`src/rtl/rxo_pkg.sv`:
```
// Shared types for the oversampling receiver.
package rxo_pkg;
    typedef enum logic [2:0] {
        ST_IDLE, ST_START, ST_DATA, ST_PAR, ST_STOP
    } rx_state_t;

    typedef enum logic [1:0] {
        PM_ODD = 2'b00, PM_EVEN = 2'b01, PM_MARK = 2'b10, PM_SPACE = 2'b11
    } par_mode_t;
endpackage

```
`src/rtl/rxo_sync.sv`:
```
// Multi-stage synchronizer for an asynchronous single-bit input.
// Assumes STAGES >= 2; resets every stage to RST_VAL (line idle level).
module rxo_sync #(
    parameter int   STAGES  = 2,
    parameter logic RST_VAL = 1'b1
) (
    input  logic clk,
    input  logic rst_n,
    input  logic d,
    output logic q
);
    logic [STAGES-1:0] pipe;

    generate
        for (genvar i = 0; i < STAGES; i++) begin : g_stage
            // Shift the input one stage further per clock.
            always_ff @(posedge clk) begin
                if (!rst_n)
                    pipe[i] <= RST_VAL;
                else if (i == 0)
                    pipe[i] <= d;
                else
                    pipe[i] <= pipe[(i == 0) ? 0 : i-1];
            end
        end
    endgenerate

    assign q = pipe[STAGES-1];
endmodule

```
`src/rtl/rxo_frame.sv`:
```
// Frame engine: finds a start bit, confirms it at mid-bit, samples data,
// parity and first stop bit at their midpoints on the OSR-times tick.
// Assumes rxd is already synchronized and configuration is stable per frame.
module rxo_frame
    import rxo_pkg::*;
#(
    parameter int DATA_W = 8,
    parameter int OSR    = 16
) (
    input  logic              clk,
    input  logic              rst_n,
    input  logic              active,
    input  logic              tick,
    input  logic              rxd,
    input  logic [1:0]        word_len,
    input  logic              par_en,
    input  logic [1:0]        par_mode,
    output logic              done,
    output logic [DATA_W-1:0] char_out,
    output logic              fe,
    output logic              pe
);
    localparam int CNT_W    = $clog2(OSR);
    localparam int BIDX_W   = $clog2(DATA_W + 1);
    localparam int MIN_BITS = DATA_W - 3;
    localparam logic [CNT_W-1:0] MID = CNT_W'(OSR/2 - 1);

    rx_state_t          state;
    logic [CNT_W-1:0]   cnt;
    logic [BIDX_W-1:0]  bidx;
    logic [DATA_W-1:0]  shreg;
    logic               pbit;
    logic [BIDX_W-1:0]  nbits;
    logic [BIDX_W-1:0]  sh_amt;
    logic               mid;
    logic               ones;

    assign nbits  = BIDX_W'(MIN_BITS) + BIDX_W'(word_len);
    assign sh_amt = BIDX_W'(DATA_W) - nbits;
    assign mid    = tick && (cnt == MID);

    // Bit sequencer: tick counter, bit index and shift register.
    always_ff @(posedge clk) begin
        if (!rst_n || !active) begin
            state <= ST_IDLE;
            cnt   <= '0;
            bidx  <= '0;
            shreg <= '0;
            pbit  <= 1'b0;
        end else if (tick) begin
            cnt <= (state == ST_IDLE) ? '0 : cnt + 1'b1;
            unique case (state)
                ST_IDLE:  if (!rxd) state <= ST_START;
                ST_START: if (mid) begin
                              state <= rxd ? ST_IDLE : ST_DATA;
                              bidx  <= '0;
                          end
                ST_DATA:  if (mid) begin
                              shreg <= {rxd, shreg[DATA_W-1:1]};
                              bidx  <= bidx + 1'b1;
                              if (bidx == nbits - 1'b1)
                                  state <= par_en ? ST_PAR : ST_STOP;
                          end
                ST_PAR:   if (mid) begin
                              pbit  <= rxd;
                              state <= ST_STOP;
                          end
                ST_STOP:  if (mid) state <= ST_IDLE;
                default:  state <= ST_IDLE;
            endcase
        end
    end

    // Completion pulse and character results at the stop-bit midpoint.
    always_comb begin
        done     = active && mid && (state == ST_STOP);
        char_out = shreg >> sh_amt;
        fe       = !rxd;
        ones     = ^char_out;
        unique case (par_mode_t'(par_mode))
            PM_ODD:  pe = par_en && !(ones ^ pbit);
            PM_EVEN: pe = par_en &&  (ones ^ pbit);
            default: pe = 1'b0;
        endcase
    end
endmodule

```
`src/rtl/rxo_status.sv`:
```
// Receive data register with full, overrun, framing and parity flags.
// A completion into an empty register loads data and flags; into a full
// register it only raises overrun. Reads clear the full flag only.
module rxo_status #(
    parameter int DATA_W = 8
) (
    input  logic              clk,
    input  logic              rst_n,
    input  logic              done,
    input  logic [DATA_W-1:0] char_in,
    input  logic              fe_in,
    input  logic              pe_in,
    input  logic              rd_strobe,
    output logic [DATA_W-1:0] data,
    output logic              full,
    output logic              ovr,
    output logic              fe,
    output logic              pe
);
    // Register update on completion and on read.
    always_ff @(posedge clk) begin
        if (!rst_n) begin
            data <= '0;
            full <= 1'b0;
            ovr  <= 1'b0;
            fe   <= 1'b0;
            pe   <= 1'b0;
        end else begin
            if (done && !full) begin
                data <= char_in;
                full <= 1'b1;
                fe   <= fe_in;
                pe   <= pe_in;
                ovr  <= 1'b0;
            end else if (rd_strobe) begin
                full <= 1'b0;
            end
            if (done && full)
                ovr <= 1'b1;
        end
    end
endmodule

```
`src/rtl/rxo_receiver.sv`:
```
// Top: tick source select, line synchronizer, frame engine, status
// register and echo path. Assumes tick inputs are one-cycle enables.
module rxo_receiver #(
    parameter int DATA_W      = 8,
    parameter int OSR         = 16,
    parameter int SYNC_STAGES = 2
) (
    input  logic              clk,
    input  logic              rst_n,
    input  logic              tick_int,
    input  logic              tick_ext,
    input  logic              clk_sel,
    input  logic              dtr_on,
    input  logic              dsr_n,
    input  logic              rx_line,
    input  logic [1:0]        word_len,
    input  logic              par_en,
    input  logic [1:0]        par_mode,
    input  logic              echo_on,
    input  logic [1:0]        tx_ctrl,
    input  logic              tx_serial_in,
    input  logic              rd_strobe,
    output logic [DATA_W-1:0] rx_data,
    output logic              rx_full,
    output logic              err_overrun,
    output logic              err_framing,
    output logic              err_parity,
    output logic              tx_line
);
    logic              rxd;
    logic              tick;
    logic              rx_active;
    logic              frame_done;
    logic [DATA_W-1:0] frame_char;
    logic              frame_fe;
    logic              frame_pe;

    // Source select, enable qualification and echo routing.
    always_comb begin
        tick      = clk_sel ? tick_ext : tick_int;
        rx_active = dtr_on && !dsr_n;
        tx_line   = (echo_on && (tx_ctrl == 2'b00)) ? rxd : tx_serial_in;
    end

    rxo_sync #(.STAGES(SYNC_STAGES), .RST_VAL(1'b1)) u_sync (
        .clk(clk), .rst_n(rst_n), .d(rx_line), .q(rxd)
    );

    rxo_frame #(.DATA_W(DATA_W), .OSR(OSR)) u_frame (
        .clk(clk), .rst_n(rst_n), .active(rx_active), .tick(tick),
        .rxd(rxd), .word_len(word_len), .par_en(par_en),
        .par_mode(par_mode), .done(frame_done), .char_out(frame_char),
        .fe(frame_fe), .pe(frame_pe)
    );

    rxo_status #(.DATA_W(DATA_W)) u_status (
        .clk(clk), .rst_n(rst_n), .done(frame_done), .char_in(frame_char),
        .fe_in(frame_fe), .pe_in(frame_pe), .rd_strobe(rd_strobe),
        .data(rx_data), .full(rx_full), .ovr(err_overrun),
        .fe(err_framing), .pe(err_parity)
    );
endmodule

```
`config.mk`:
```
export PLATFORM = sky130hd
export DESIGN_NAME = rxo_receiver
export DESIGN_NICKNAME = d
export VERILOG_FILES = /design/src/rtl/rxo_pkg.sv /design/src/rtl/rxo_sync.sv /design/src/rtl/rxo_frame.sv /design/src/rtl/rxo_status.sv /design/src/rtl/rxo_receiver.sv
export SDC_FILE = /design/constraint.sdc
export NUM_CORES = 1
export LEC_CHECK = 0
export BUFFER_PORTS_ARGS = -buffer_cell sky130_fd_sc_hd__buf_2
export CORE_MARGIN = 2
export CORE_UTILIZATION = 50
export DETAILED_ROUTE_END_ITERATION = 16
export PLACE_DENSITY = 0.8
export SYNTH_ARGS = -nofsm -noshare
export SYNTH_HDL_FRONTEND = slang
export SYNTH_SLANG_ARGS = --single-unit
```
`constraint.sdc`:
```
create_clock -name clk -period 1.9 [get_ports clk]
set_clock_uncertainty 0.05 [all_clocks]
set_input_delay 0.095 -clock clk [delete_from_list [all_inputs] [get_ports clk]]
set_output_delay 0.095 -clock clk [all_outputs]
set_load 0.02 [all_outputs]
```
* Word level (Yosys, flattened, before mapping)
Index checks and enable logic that the tools add are counted.
** Operators by class
- Shift-type cells :: 1
- Bitwise gates (word level) :: 1
- Reductions and logical operators :: 27
- Eq/ne operators :: 13
- Add/subtract/negate cells :: 5
- Mux-type cells :: 20
** Operators by type and width (number)
- 3-bit two-way mux :: 7
- 3-bit case mux with 5 select lines :: 1
- 4-bit two-way mux :: 3
- 2-bit by 1-bit inequality test with 1-bit output, second input constant :: 5
- 1-bit logical AND :: 9
- 4-bit by 1-bit adder with 4-bit output, second input constant :: 2
- 4-bit case mux with 2 select lines :: 1
- 8-bit parity :: 1
- 8-bit by 4-bit right shift with 8-bit output :: 1
- 7-bit AND reduction :: 1
- 3-bit by 2-bit equality test with 1-bit output, second input constant :: 2
- 1-bit logical NOT :: 6
- 1-bit two-way mux :: 6
- 3-bit AND reduction :: 2
- 2-bit nonzero test :: 3
- 3-bit by 2-bit adder with 4-bit output, first input constant :: 1
- 4-bit by 3-bit equality test with 1-bit output, second input constant :: 1
- 4-bit equality test :: 1
- 2-bit logical NOT :: 2
- 4-bit AND reduction :: 1
- 4-bit by 1-bit subtractor with 4-bit output, second input constant :: 1
- 4-bit subtractor, first input constant :: 1
- 3-bit by 1-bit equality test with 1-bit output, second input constant :: 1
- 3-bit equality test, second input constant :: 1
- 7 further kinds :: 7
** Storage, ports and cells
- Word-level logic and storage cells :: 79
- Bits of input ports :: 18
- Output and inout port bits :: 13
- Register bits :: 34

* Logic depth before layout (Yosys ltp)
- Depth in word-level cells :: 8
- Gate-level depth with buffers :: 8
- Gate-level depth less buffers :: 6

* Cells and area by module
Synthesis repeated with hierarchy kept, for this count alone.
** Second synthesis, totals
- Cells, all modules :: 210
- Area total of the unflattened synthesis :: 1905.6 sq um
** Modules (own cells, without submodules)
- rxo_frame :: area an instance 1323.8 sq um, seq. area each 400.4 sq um, instances 1, cells each 152
- rxo_status :: area an instance 484.2 sq um, seq. area each 240.2 sq um, instances 1, cells each 50
- rxo_sync :: area an instance 52.6 sq um, seq. area each 40.0 sq um, instances 1, cells each 4
- rxo_receiver :: area an instance 45.0 sq um, seq. area each 0.0 sq um, instances 1, cells each 4

* Least setup slack after synthesis
No wires, ideal clock.
- Path kind :: input -> register
- Start :: in word_len[0]
- End :: reg u_status.pe
- Setup slack :: 0.026 ns
- Setup time :: 0.133 ns
- Arrival time :: 1.691 ns
- Cell stages on the path :: 7
- Path through :: ha_1 -> buf_6 -> mux4_2 -> xnor3_2 -> xnor2_1 -> nand4_1 -> o221ai_1
** On the way
- Longest elaborated chain between the ends :: 8
** Ends and longest elaborated chain
- from (decl) :: RTL line rxo_receiver.sv:16 : input logic [1:0] word_len,
- 3-bit by 2-bit adder with 4-bit output (*) :: RTL line rxo_frame.sv:38 : assign nbits = BIDX_W'(MIN_BITS) + BIDX_W'(word_len);
- 4-bit subtractor (*) :: RTL line rxo_frame.sv:39 : assign sh_amt = BIDX_W'(DATA_W) - nbits;
- 8-bit by 4-bit right shift with 8-bit output (*) :: RTL line rxo_frame.sv:77 : char_out = shreg >> sh_amt;
- 8-bit parity (*) :: RTL line rxo_frame.sv:79 : ones = ^char_out;
- 1-bit XOR (*) :: RTL line rxo_frame.sv:81, rxo_frame.sv:82
- 1-bit logical NOT :: RTL line rxo_frame.sv:81 : PM_ODD: pe = par_en && !(ones ^ pbit);
- 1-bit logical AND :: RTL line rxo_frame.sv:81
- 1-bit case mux with 2 select lines (*) :: RTL line rxo_frame.sv:80 : unique case (par_mode_t'(par_mode))
- to (signal assigned) :: RTL line rxo_status.sv:33 : pe <= pe_in;
- to (decl) :: RTL line rxo_status.sv:18 : output logic pe
Every way passes the cells marked *; elsewhere a longest branch is shown, timed or not.
A chain may end at the register's enable or synchronous reset.

* Worst setup path in the final report
- Start :: reg u_frame.shreg[2]
- End :: reg u_status.pe
** On the way
- Longest elaborated chain between the ends :: 6
** Ends and longest elaborated chain
- from (decl) :: RTL line rxo_frame.sv:31 : logic [DATA_W-1:0] shreg;
- from (signal assigned) :: RTL line rxo_frame.sv:59 : shreg <= {rxd, shreg[DATA_W-1:1]};
- 8-bit by 4-bit right shift with 8-bit output (*) :: RTL line rxo_frame.sv:77
- 8-bit parity (*) :: RTL line rxo_frame.sv:79
- 1-bit XOR (*) :: RTL line rxo_frame.sv:81, rxo_frame.sv:82
- 1-bit logical NOT :: RTL line rxo_frame.sv:81
- 1-bit logical AND :: RTL line rxo_frame.sv:81
- 1-bit case mux with 2 select lines (*) :: RTL line rxo_frame.sv:80
Marks and branches as above.

==> results.sh <==
export IMPL_critPathCaptureType="flop"
export IMPL_clk_path_buf_depth=2
export IMPL_stdcell_count=288
export IMPL_worst_slew_margin_rel_pct=63.3
export IMPL_cts_tree="done"
export IMPL_power_leakage_nw=0.981
export IMPL_synth_seq_area_share_pct=36.4
export IMPL_num_antenna_cells=0
export IMPL_cp_arrival_ns=1.90
export IMPL_cts_root_buffer="clkbuf_8"
export IMPL_required_ns=2.01
export IMPL_grt_use_total_pct=19.4
export IMPL_path_delay_family="XOR/XNOR gates"
export IMPL_grt_overflow_total=0
export IMPL_wirelength_um=3700
export IMPL_dp_hpwl_um=2710
export IMPL_vdd_ir_drop_max_uv=209
export IMPL_row_count=22
export IMPL_die_height_um=65.1
export IMPL_ys_seq_elements=34
export IMPL_synthDistinctLibCells=47
export IMPL_clk_latency_ns=0.29
export IMPL_async_reset_ff_share_pct=0
export IMPL_powerDensity_nw_per_um2=582
export IMPL_fin_crit_sh_pct=94.4
export IMPL_finalMaxSlewViolations=0
export IMPL_synth_area_per_cell_um2=9.63
export IMPL_hold_violations=0
export IMPL_synthFlopType="dfxtp_1"
export IMPL_setup_violations=0
export IMPL_cts_sinks=34
export IMPL_run_status="completed"
export IMPL_synth_cells=194
export IMPL_io_pins=31
export IMPL_core_area_um2=3630
export IMPL_crit_type="flop to flop"
export IMPL_drcViolationCount=0
export IMPL_gp_congestion=0.874
export IMPL_post_route_min_period_ns=1.79
export IMPL_dieArea_um2=4240
export IMPL_cts_buffers=5
export IMPL_grt_pass1_wl_um=6300
export IMPL_netlist_area_um2=1870
export IMPL_worst_path_max_delay_cell="mux4_2"
export IMPL_synth_top_area_cell="dfxtp_1"
export IMPL_cp_start_kind="flop"
export IMPL_path_cells="mux4_2 -> xnor3_2 -> xnor2_2 -> nand4_1 -> o221ai_1"
export IMPL_path_max_fanout=5
export IMPL_nets=262
export IMPL_dr_pass1_iters=4
export IMPL_yosys_top_cells_area="dfxtp_1 36%, mux2i_1 6.4%, mux4_1 5.6%"
export IMPL_vias=1577
export IMPL_fmax_ghz=0.558
export IMPL_maxCapViolations=0
export IMPL_worstMarginPinSlew_ns=0.550
export IMPL_routedWlPerCell_um=12.9
export IMPL_syn_nets=216
export IMPL_clkTransAtPathRegs_ns=0.07
export IMPL_critPathBufInv=0
export IMPL_cts_max_level=2
export IMPL_yosysWarnings=0
export IMPL_synth_top_area_share_pct=36.4
export IMPL_portBuffers=30
export IMPL_antenna_found_initial=0
export IMPL_initial_core_util_pct=51.4
export IMPL_grt_max_degree=17
export IMPL_cpPeakStageDelay_ns=0.51
export IMPL_dpl_cell_count=279
export IMPL_synth_edf_count=0
export IMPL_die_w_um=65.1
export IMPL_antenna_left=0
export IMPL_drive_above_1_share_pct=31.3
export IMPL_grt_pass1_vias=1477
export IMPL_first_iter_violations=65
export IMPL_hp_class="input pin to flop"
export IMPL_totalPowerFinal_w=0.00132
export IMPL_area_growth_pct=21.5
export IMPL_viasPerCell=5.48
==> power breakdown <==
part	switching (W)	total [W]	internal, W
logic	0.0000568	0.000112	0.0000553
clock network	0.000246	0.000492	0.000245
registers	0.00000133	0.000717	0.000715
total	0.000304	0.00132	0.00102
==> Yosys cell counts (2+ instances only) <==
master,count
mux2_2,3
o21ai_0,5
dfxtp_1,34
clkbuf_1,3
xor2_1,4
inv_1,5
nor2b_1,2
nand3_1,3
nor2_1,23
a211oi_1,3
mux4_1,4
a21bo_2,2
a21oi_1,9
nor3_1,3
mux2i_1,12
xnor2_1,5
or3_1,8
ha_1,4
o211a_1,5
buf_2,5
nand4_1,5
nand2_1,15
nand2b_1,4
a311oi_1,4
buf_6,2
==> sequential cells by signal, indices dropped and copies added, names as in the netlist <==
signal	cells
u_frame.shreg	8
u_frame.state	3
u_status.ovr	1
u_status.full	1
u_frame.pbit	1
u_sync.pipe	1
u_frame.bidx	4
u_status.data	8
u_frame.cnt	4
u_status.pe	1
u_sync.q	1
u_status.fe	1
==> placed cells by master, fill, tap and decap left out, types with 5 or more instances in the layout <==
cell and count:
nand2_1 14, a21oi_1 9, nor2_1 22, o21ai_0 5, buf_2 30, o211a_1 5
mux2i_1 12, or3_1 8, inv_1 5, buf_4 19, clkbuf_8 5, nand4_1 5
dfxtp_1 34
==> tightest hold or removal path: stages <==
cell and delay [ns]:
buf_2 0.09, inv_1 0.04, a21oi_1 0.06, nor2_1 0.07
==> final cells by class <==
type | count | area (um^2)
Clock buffer | 5 | 68.8
Clock inverter | 2 | 10.0
Fill cell | 317 | 1360
Inverter | 5 | 18.8
Multi-Input combinational cell | 144 | 1130
Sequential cell | 34 | 681
Tap cell | 48 | 60.1
Timing Repair Buffer | 50 | 303
==> through the flow <==
stage          hold slack, ns  setup TNS (ns)  worst slack (ns)  util, %  cell area [um^2]
2_1_floorplan           0.146               0            0.0256        -              1870
4_1_cts                0.0520               0           0.00437     61.5              2240
6_report               0.0584               0             0.107     62.5              2270
3_5_place_dp            0.253          -0.186            -0.186     59.1              2150
5_1_grt                0.0991         -0.0165           -0.0165     62.5              2270
3_3_place_gp            0.242          -0.124            -0.124     59.1              2150
==> worst paths after layout <==
path	from	end	slack, ns	depth (start not counted)
max	u_frame.shreg[2]	u_status.pe	0.11	5
min	rd_strobe	u_status.full	0.06	4
max reg2reg	u_frame.shreg[2]	u_status.pe	0.11	5
min reg2reg	u_sync.pipe[0]	u_sync.q	0.39	1
==> layer usage <==
layer | vias up | GRT usage [%] | wire length [um] | part of all wire (%)
li1 | 792 | - | - | -
met1 | 741 | 22.4 | 1660 | 45
met2 | 36 | 32.6 | 1770 | 48
met3 | 8 | 5.99 | 178 | 4.8
met4 | 0 | 9.38 | 90 | 2.4
met5 | - | 0 | 0 | 0
==> timing repair <==
item	in CTS	in global routing
hold buffers	1	0
hold endpoints to repair	1	0
resized for setup	0	8
setup buffers	0	1
endpoints found under the setup margin	0	21
==> kinds of logic after synthesis <==
group / count (synthesis) / synth area share, %
buf+inv: 16 / 4.55
mux: 20 / 15.1
simple gates: 72 / 19.4
fa+ha+maj: 4 / 2.68
flops: 34 / 36.4
xor+xnor: 12 / 7.77
compound gates: 36 / 14.1
Note: power is estimated with default switching activity, not from simulation.
